`src/rtl/mains_sync_pkg.sv`:
```
package mains_sync_pkg;

   typedef enum logic [1:0] {
      DIV_BY2 = 2'd0,
      DIV_BY3 = 2'd1,
      DIV_BY4 = 2'd2
   } div_ratio_e;

   // Ratio codes, cfg_code[1] being the first bit of the pair
   localparam logic [1:0] CODE_KEEP = 2'b11;
   localparam logic [1:0] CODE_DIV2 = 2'b10;
   localparam logic [1:0] CODE_DIV3 = 2'b01;
   localparam logic [1:0] CODE_DIV4 = 2'b00;

   localparam int unsigned TICK_CNT_W = 2;

   function automatic div_ratio_e code_to_ratio(input logic [1:0] code);
      div_ratio_e r;
      case (code)
         CODE_DIV3: r = DIV_BY3;
         CODE_DIV4: r = DIV_BY4;
         default:   r = DIV_BY2;
      endcase
      return r;
   endfunction

   // Count value at which the pending tick completes a frame
   function automatic logic [TICK_CNT_W-1:0] ratio_last(input div_ratio_e r);
      logic [TICK_CNT_W-1:0] v;
      case (r)
         DIV_BY3: v = 2'd2;
         DIV_BY4: v = 2'd3;
         default: v = 2'd1;
      endcase
      return v;
   endfunction

endpackage

```
`src/rtl/mains_pol_filter.sv`:
```
module mains_pol_filter #(
   parameter int unsigned SYNC_STAGES   = 2,
   parameter int unsigned FILTER_CYCLES = 8
) (
   input  logic clk,
   input  logic rst_n,
   input  logic raw_i,
   output logic pol_o
);

   localparam int unsigned RUN_W = $clog2(FILTER_CYCLES + 1);
   localparam logic [RUN_W-1:0] RUN_LAST = RUN_W'(FILTER_CYCLES - 1);

   logic [SYNC_STAGES-1:0] meta_q;
   logic                   sync_bit;
   logic [RUN_W-1:0]       run_q;
   logic                   pol_q;

   generate
      for (genvar g = 0; g < SYNC_STAGES; g++) begin : g_stage
         if (g == 0) begin : g_first
            always_ff @(posedge clk or negedge rst_n) begin
               if (!rst_n) meta_q[0] <= 1'b0;
               else        meta_q[0] <= raw_i;
            end
         end else begin : g_chain
            always_ff @(posedge clk or negedge rst_n) begin
               if (!rst_n) meta_q[g] <= 1'b0;
               else        meta_q[g] <= meta_q[g-1];
            end
         end
      end
   endgenerate

   assign sync_bit = meta_q[SYNC_STAGES-1];

   always_ff @(posedge clk or negedge rst_n) begin
      if (!rst_n) begin
         run_q <= '0;
         pol_q <= 1'b0;
      end else if (sync_bit == pol_q) begin
         run_q <= '0;
      end else if (run_q == RUN_LAST) begin
         pol_q <= sync_bit;
         run_q <= '0;
      end else begin
         run_q <= run_q + 1'b1;
      end
   end

   assign pol_o = pol_q;

endmodule

```
`src/rtl/mains_edge_detect.sv`:
```
module mains_edge_detect (
   input  logic clk,
   input  logic rst_n,
   input  logic pol_i,
   output logic fall_o,
   output logic rise_o
);

   logic pol_d;
   logic fall_q;
   logic rise_q;

   always_ff @(posedge clk or negedge rst_n) begin
      if (!rst_n) begin
         pol_d  <= 1'b0;
         fall_q <= 1'b0;
         rise_q <= 1'b0;
      end else begin
         pol_d  <= pol_i;
         fall_q <= pol_d & ~pol_i;
         rise_q <= ~pol_d & pol_i;
      end
   end

   assign fall_o = fall_q;
   assign rise_o = rise_q;

endmodule

```
`src/rtl/mains_ratio_div.sv`:
```
module mains_ratio_div
   import mains_sync_pkg::*;
(
   input  logic       clk,
   input  logic       rst_n,
   input  logic       tick_i,
   input  logic       load_i,
   input  logic [1:0] code_i,
   input  logic       enable_i,
   output logic       sync_o
);

   div_ratio_e                ratio_q;
   logic [TICK_CNT_W-1:0]     cnt_q;
   logic                      sync_q;
   logic                      take_code;
   logic                      at_last;

   assign take_code = load_i && (code_i != CODE_KEEP);
   assign at_last   = (cnt_q == ratio_last(ratio_q));

   always_ff @(posedge clk or negedge rst_n) begin
      if (!rst_n) begin
         ratio_q <= DIV_BY2;
         cnt_q   <= '0;
         sync_q  <= 1'b0;
      end else if (take_code) begin
         ratio_q <= code_to_ratio(code_i);
         cnt_q   <= '0;
         sync_q  <= 1'b0;
      end else if (!enable_i) begin
         cnt_q   <= '0;
         sync_q  <= 1'b0;
      end else if (tick_i) begin
         cnt_q   <= at_last ? '0 : cnt_q + 1'b1;
         sync_q  <= at_last;
      end else begin
         sync_q  <= 1'b0;
      end
   end

   assign sync_o = sync_q;

endmodule

```
`src/rtl/mains_sync_divider.sv`:
```
module mains_sync_divider #(
   parameter int unsigned SYNC_STAGES   = 2,
   parameter int unsigned FILTER_CYCLES = 8
) (
   input  logic       clk,
   input  logic       rst_n,
   input  logic       line_pol_i,
   input  logic       cfg_load_i,
   input  logic [1:0] cfg_code_i,
   input  logic       sync_enable_i,
   output logic       rtc_n_o,
   output logic       frame_sync_n_o
);

   generate
      if (SYNC_STAGES < 2) begin : g_bad_sync
         $error("SYNC_STAGES must be at least 2");
      end
      if (FILTER_CYCLES < 2) begin : g_bad_filter
         $error("FILTER_CYCLES must be at least 2");
      end
   endgenerate

   logic filt_pol;
   logic fall_p;
   logic rise_p;
   logic comb_tick;
   logic sync_p;

   mains_pol_filter #(
      .SYNC_STAGES   (SYNC_STAGES),
      .FILTER_CYCLES (FILTER_CYCLES)
   ) u_filter (
      .clk   (clk),
      .rst_n (rst_n),
      .raw_i (line_pol_i),
      .pol_o (filt_pol)
   );

   mains_edge_detect u_edge (
      .clk    (clk),
      .rst_n  (rst_n),
      .pol_i  (filt_pol),
      .fall_o (fall_p),
      .rise_o (rise_p)
   );

   assign comb_tick = fall_p | rise_p;

   mains_ratio_div u_div (
      .clk      (clk),
      .rst_n    (rst_n),
      .tick_i   (comb_tick),
      .load_i   (cfg_load_i),
      .code_i   (cfg_code_i),
      .enable_i (sync_enable_i),
      .sync_o   (sync_p)
   );

   assign rtc_n_o        = ~fall_p;
   assign frame_sync_n_o = ~sync_p;

endmodule

```
`config.mk`:
```
export PLATFORM = sky130hd
export DESIGN_NAME = mains_sync_divider
export DESIGN_NICKNAME = d
export VERILOG_FILES = /design/src/rtl/mains_sync_pkg.sv /design/src/rtl/mains_pol_filter.sv /design/src/rtl/mains_edge_detect.sv /design/src/rtl/mains_ratio_div.sv /design/src/rtl/mains_sync_divider.sv
export SDC_FILE = /design/constraint.sdc
export NUM_CORES = 1
export LEC_CHECK = 0
export ABC_CLOCK_PERIOD_IN_PS = 1400
export BUFFER_PORTS_ARGS = -buffer_cell sky130_fd_sc_hd__buf_2
export CORE_MARGIN = 1.5
export CORE_UTILIZATION = 47
export CTS_CLUSTER_SIZE = 28
export DETAILED_ROUTE_END_ITERATION = 8
export GPL_TIMING_DRIVEN = 1
export PLACE_DENSITY_LB_ADDON = 0.3
export RECOVER_POWER = 50
export SLEW_MARGIN = 20
export SYNTH_ARGS = -nofsm -noshare
export SYNTH_HDL_FRONTEND = slang
export SYNTH_HIERARCHICAL = 1
export SYNTH_SLANG_ARGS = --single-unit
```
`constraint.sdc`:
```
create_clock -name clk -period 1.4 [get_ports clk]
set_clock_uncertainty 0.1 [all_clocks]
set_input_delay 0.07 -clock clk [delete_from_list [all_inputs] [get_ports clk]]
set_output_delay 0.07 -clock clk [all_outputs]
set_load 0.05 [all_outputs]
```
==> results of run 1 <==
-- cells in the mapped netlist, types with 2 or more instances --
master	number
xnor2_1	4
nor2_1	3
nor2b_1	3
a21oi_1	2
inv_1	6
ha_1	2
dfrtp_1	15
nand2_1	4
-- stage by stage --
stage / power (W) / area, µm² / setup slack [ns]
5_1_grt: 0.00134 / 841 / 0.00529
4_1_cts: 0.00127 / 836 / 0.0230
3_5_place_dp: 0.00100 / 732 / -0.00611
6_report: 0.00125 / 841 / 0.0459
3_3_place_gp: 0.000998 / 732 / 0.0299
2_1_floorplan: 0.000923 / 673 / 0.0457
-- state kept, by name (all words and copies together), names as in the netlist --
name / count
u_filter/sync_bit: 1
u_filter/meta_q: 1
u_div/ratio_q: 2
u_filter/run_q: 4
u_edge/pol_d: 1
u_div/sync_o: 1
u_edge/fall_o: 1
u_filter/pol_o: 1
u_edge/rise_o: 1
u_div/cnt_q: 2
-- power groups by stage --
stage               Sequential [W]  Combinational, W  Clock [W]
finish                    0.000613          0.000403   0.000236
floorplan                 0.000605          0.000318          0
CTS                       0.000614          0.000403   0.000252
detailed placement        0.000622          0.000378          0
global route              0.000626          0.000449   0.000267
global placement          0.000618          0.000380          0
-- layout make-up --
cell class | count | area [µm²] | area share
clock buffers | 4 | 26.3 | 0.0313
multi-input cells | 35 | 279 | 0.332
repair buffers | 16 | 119 | 0.141
flip-flops and latches | 15 | 375 | 0.446
inverters | 6 | 22.5 | 0.0268
well taps | 15 | 18.8 | 0.0223
-- worst max-delay path, cell delays in order --
cell and delay [ns]:
dlygate4sd3_1 0.53, buf_2 0.13, nand2b_1 0.08, dlygate4sd3_1 0.55
o21ai_1 0.06
-- cells by family after synthesis --
family,Yosys count
simple gates,20
flops,15
compound gates,6
buf+inv,6
xor+xnor,5
mux,2
fa+ha+maj,2
-- path summary, 6_finish.rpt --
check	startpoint	to	slack, ns	cells after the start
min reg2reg	u_filter/meta_q[0]	u_filter/sync_bit	0.25	0
min in group asynchronous	rst_n	u_div/sync_o	0.28	2
max reg2reg	u_div/ratio_q[0]	u_div/cnt_q[1]	0.05	4
min	cfg_code_i[1]	u_div/ratio_q[1]	0.09	4
max in group asynchronous	rst_n	u_filter/run_q[3]	0.44	2
max	cfg_load_i	u_div/ratio_q[1]	0.05	5
-- metal layers --
metal / GRT usage / vias to the layer above
met3: 0.0167 / 2
met1: 0.183 / 209
met4: 0.150 / 0
met2: 0.234 / 6
li1: - / 222
met5: 0 / -
-- what timing repair did --
| item | 4_1_cts | 5_1_grt |
|---|---|---|
| gates resized for setup | 1 | 3 |
| setup endpoints to repair | 1 | 3 |
| hold buffers | 7 | 0 |
| setup buffers | 1 | 0 |
| endpoints found under the hold margin | 21 | 0 |
| pin swaps | 2 | 0 |
==> results.md, run 1 <==
* Status: completed
* Relative slew margins at 0.494
* Die width at between 40 and 50 µm
* Mux contribution to synthesized area at 0.0379
* Fin crit share at 0.967
* Top_reg_cell synth: dfrtp_1
* CTS HTree Levels at 1
* TritonCTS buffer count at 3
* DRC errors left at 0
* Met2 WL at between 500 and 600 µm
* Critical Path Start Type: primary input
* Worst Path Class, Setup: primary input to flip-flop
* Post-synth EDFFs at 0
* Post-synth top area cell: dfrtp_1
* CP max FO at 3
* Detailed Route WL at around 950 µm
* Clock Latency Late Sink at 0.27 ns
* Routed Antenna Nets at 0
* Post-synthesis async set-or-reset flop share at 1.00
* Clock Root Buffer: clkbuf_4
* Max frequency at 738 MHz
* Reg clk slew, reported paths at 0.08 ns
* Placed cells at 79
* Distinct cells, synth at 25
* Core Area at 1300 µm²
* Final setup viols at 0
* Tmin final at ~1.4 ns
* Sequential fraction of the synthesis area at 0.568
* Required time worst endpoint at between 1 and 1.5 ns
* Post-Synth Simple-Gate Area at 0.178
* Post-Syn Nets at 65
* Via count at 439
* Gate power share at 0.322
* Die H at just over 40 µm
* Clock share of power at 0.189
* Net Sw Frac at 0.329
* 1st-iter DRT viols at 2
* Layout cell share with drive strength beyond 1 at 0.276
* TNS Setup at 0 ns
* Synth Cell Area at 661 µm²
* Area grow syn2layout at 27.3%
* Antenna violations before repair at 0
* Number of global-route vias before repair at between 300 and 400
* Crit path DAT at around 1.4 ns
* Yosys top cell area share at 0.568
* Largest cells by area after synthesis: dfrtp_1 (57%), xnor2_1 (5.3%), ha_1 (3.8%), inv_1 (3.4%), nor2b_1 (2.8%)
* P per Cell Area at 1490 nW/µm²
* Antenna Diode Count at 0
* Sequential share of power at 0.489
* Max Used Layer: met4
* Max clock buf depth at 2
* PortBufs at 8
* Synth Area in Compound Gates at 0.0777
* Least-Margin Pin Slew at ~0.76 ns
* Largest family of logic cells by synthesized area: simple AND/OR/NAND/NOR gates
* Detailed placement HPWL at roughly 660 µm
* Max_cap viols at 0
* Io pins at 9
* Final Hold Vio Count at 0
* Setup crit end kind: flip-flop
* Routability Congestion at ~0.68
* Post-synthesis adder-cell area fraction at 0.0379
* CTS tree: built
* FF+latch count, synth at 15
* Hold Path Class: primary input to flip-flop
* Fill count at 112
* RSZ-0062 raised after global routing: false
* Std-Cell Rows at 13
* LEAKAGE at about 0.39 nW
* GRT Overall Usage at 0.153
* Gate Count Post-Synth at 56
* Highest ir drop seen on vdd at ~0.00095 V
* Pre-antenna DRT Iters at 2
* Vias/cell at between 4 and 5
* Commonest non-fill, non-tap cell in the layout: dfrtp_1
* Largest net degree at the start of global routing at 16
* Layout Cells excl Fill at a little over 90
* Total die area at ~1600 µm²
* Ys Warns at 6
* Final hold slack at slightly above 0.09 ns
* Global-route wire length before repair at 1550 µm
* Int Power at about 0.00084 W
* Synthesized area per cell at 11.8 µm²
* Max Slew Vio Count at 0
* Initial Util at 0.508
* Metal-1 WL at between 400 and 500 µm
* Post-layout utilization of the core at 0.646
* Post-synthesis xor/xnor area fraction at 0.0663
* Sw Pwr at 0.000411 W
* Routed length per instance at between 10 and 15 µm
* Commonest cells after routing, fill and taps aside: dfrtp_1 (15), buf_2 (7), dlygate4sd3_1 (6), inv_1 (5)
* Metal3 WL at between 15 and 20 µm
* Global route total overflow at 0
* Final nets at 86
* Clock Sinks at 15
No activity file was read; power rests on OpenSTA's default activity.
==> run 2: changes to the inputs <==
--- a/config.mk
+++ b/config.mk
@@ -5,6 +5,7 @@
 export SDC_FILE = /design/constraint.sdc
 export NUM_CORES = 1
 export LEC_CHECK = 0
+export ABC_AREA = 1
 export ABC_CLOCK_PERIOD_IN_PS = 1400
 export BUFFER_PORTS_ARGS = -buffer_cell sky130_fd_sc_hd__buf_2
 export CORE_MARGIN = 1.5
==> results.md, run 2 <==
* Max clock buf depth at 2 (unchanged)
* Final setup viols at 0 (unchanged)
* TNS Setup at 0 ns (unchanged)
* Critical Path Start Type: flip-flop
* Multi-input logic area at 229 µm² (-18%)
* Largest register FFs at 4 (unchanged)
* Tmin final at 1.28 ns (-0.0732 ns)
* Reg area at 375 µm² (unchanged)
* Metal3 WL at 24 µm (+26%)
* Top cell by count, worst path: nand2_1
* Post-layout utilization of the core at 0.621 (-0.0250)
* Commonest non-fill, non-tap cell in the layout: nand2_1
* Delay-heaviest family, CP: flip-flops
* Post-synthesis async set-or-reset flop share at 1.00 (unchanged)
* Least-Margin Pin Slew at 0.757 ns (-0.00234 ns)
* Max_cap viols at 0 (unchanged)
* Initial Util at 0.511 (+0.00288)
* Synth Cell Area at 664 µm² (+0.57%)
* Vias/cell at 4.55 (-5.8%)
* Core Area at 1300 µm² (unchanged)
* TritonCTS buffer count at 3 (unchanged)
* Status: completed
* FF+latch count, synth at 15 (unchanged)
* Fill count at 125 (+12%)
* Distinct cells, synth at 18 (-28%)
* Std-Cell Rows at 13 (unchanged)
* Ys Warns at 6 (unchanged)
* Total die area at 1650 µm² (+0.52%)
* Hold Path Class: flip-flop to flip-flop
* Top_reg_cell synth: dfrtp_1
* Crit path buf inv count at 0 (-3)
* Routability Congestion at 0.675 (-0.30%)
* Final Hold Vio Count at 0 (unchanged)
* Largest cells by area after synthesis: dfrtp_1 (56%), nand2_1 (9.6%), inv_1 (7.9%), nor2_1 (6.2%), ha_1 (3.8%)
* R2R Setup Slk at 0.12 ns (+0.07 ns)
* Io pins at 9 (unchanged)
* Hold_buf cts at 6 (-1)
* Global-route wire length before repair at 1660 µm (+6.7%)
* Worst path cell trace: ha_1 -> xor2_1 -> nand2_1 -> nand2_1 -> nor2_1
* Die H at 40.6 µm (+0.26%)
* Layout cell share with drive strength beyond 1 at 0.168 (-0.108)
* Pre-antenna DRT Iters at 4 (+2)
* Number of global-route vias before repair at 446 (+13%)
* Area grow syn2layout at 21.7%
* Worst path slowest cell: dfrtp_1
* Top flop regs: u_filter/run_q: 4 flops, u_div/cnt_q: 2 flops, u_div/ratio_q: 2 flops
* CTS tree: built
* Post-synth top area cell: dfrtp_1
* Max Slew Vio Count at 0 (unchanged)
* Reg clk slew, reported paths at 0.08 ns (about the same)
* PortBufs at 8 (unchanged)
* Final nets at 105 (+22%)
* Final instance area at 808 µm² (-3.9%)
* Setup crit end kind: flip-flop
* Synth cell count leaders: nand2_1 (17), dfrtp_1 (15), inv_1 (14), nor2_1 (11), nand3_1 (3)
* Routed Antenna Nets at 0 (unchanged)
* Clock Sinks at 15 (unchanged)
* Crit path DAT at 1.39 ns (-0.03 ns)
* 1st-iter DRT viols at 3 (+1)
* Detailed Route WL at 1070 µm (+12%)
* LEAKAGE at 0.423 nW (+9.4%)
* Largest net degree at the start of global routing at 16 (unchanged)
* Met2 WL at 571 µm (+13%)
* Layout Cells excl Fill at 110 (+21%)
* Overall power at 0.00112 W (-11%)
* CTS HTree Levels at 1 (unchanged)
* Highest ir drop seen on vdd at 0.000743 V (-22%)
* Post-Syn Nets at 86 (+32%)
* Antenna violations before repair at 0 (unchanged)
* Placed Area at 723 µm² (-1.2%)
* Detailed placement HPWL at 768 µm (+17%)
* Post-synth EDFFs at 0 (unchanged)
* Max Used Layer: met4
* Yosys top cell area share at 0.565 (-0.00321)
* Clock Root Buffer: clkbuf_4
* GRT Overall Usage at 0.163 (+0.00975)
* Die width at 40.6 µm (+0.26%)
* Most frequent cell after synthesis: nand2_1
* Routed length per instance at 9.71 µm (-7.1%)
* Number of setup buffers added after CTS at 0 (-1)
* Sequential fraction of the synthesis area at 0.565 (-0.00321)
* Commonest cells after routing, fill and taps aside: nand2_1 (17), dfrtp_1 (15), inv_1 (14), nor2_1 (11), buf_2 (7)
* Global route total overflow at 0 (unchanged)
* Synthesized area per cell at 8.63 µm² (-27%)
* RSZ-0062 raised after global routing: false
* Relative slew margins at 0.495 (+0.00156)
* DRC errors left at 0 (unchanged)
* Placed cells at 100 (+27%)
* Fin crit share at 0.915 (-0.0523)
* Required time worst endpoint at 1.51 ns (+0.04 ns)
* Clock Latency Late Sink at 0.27 ns (about the same)
* Gate Count Post-Synth at 77 (+38%)
* Antenna Diode Count at 0 (unchanged)
* P per Cell Area at 1380 nW/µm² (-7.1%)
* Delay of the slowest critical-path stage at 0.39 ns (-0.16 ns)
* Via count at 500 (+14%)
* Cts repair resizes at 0 (-1)
* Biggest register: u_filter/run_q
* Metal-1 WL at 459 µm (+11%)
* CP max FO at 2 (-1)
* Max frequency at 781 MHz (+5.7%)
* Worst Path Class, Setup: flip-flop to flip-flop
==> run 2: changes by cell type after synthesis, sizes merged, moves of 2 or more <==
cell   previous run  this run
nand2             5        19
inv               6        16
nor2              4        13
nor2b             3         0
xnor2             4         1
nand3             1         3
==> run 2: layout make-up <==
class	count	share of cell area
well taps	15	0.0232
multi-input cells	46	0.283
repair buffers	14	0.122
clock buffers	4	0.0325
inverters	16	0.0743
flip-flops and latches	15	0.464
==> run 2: logic make-up after synthesis <==
family	Yosys count	share of synthesized area
flops	15	0.565
compound gates	3	0.0245
fa+ha+maj	2	0.0377
simple gates	39	0.256
xor+xnor	2	0.0264
buf+inv	16	0.0904
==> run 2: worst paths after layout <==
path / from / to / cells after the start
max: u_div/ratio_q[0] / u_div/cnt_q[1] / 5
min reg2reg: u_filter/meta_q[0] / u_filter/sync_bit / 0
max reg2reg: u_div/ratio_q[0] / u_div/cnt_q[1] / 5
min in group asynchronous: rst_n / u_filter/meta_q[0] / 2
min: u_filter/meta_q[0] / u_filter/sync_bit / 0
max in group asynchronous: rst_n / u_div/ratio_q[1] / 2
==> run 2: per-layer routing <==
| layer | up-vias | track usage |
|---|---|---|
| met2 | 6 | 0.270 |
| met5 | - | 0 |
| li1 | 267 | - |
| met1 | 225 | 0.181 |
| met4 | 0 | 0.150 |
| met3 | 2 | 0.0167 |
==> run 2: per-stage QoR <==
stage / hold slack, ns / worst slack (ns)
final: 0.253 / 0.119
after global routing: 0.271 / 0.0543
after CTS: 0.114 / 0.0951
after detailed placement: -0.114 / 0.114
after global placement: -0.120 / 0.187
after floorplan: -0.326 / 0.160
==> run 2: where the power goes <==
group	internal, W	switching, W
registers	0.000518	0.0000641
logic	0.000119	0.000184
clock network	0.000110	0.000123
total	0.000747	0.000371
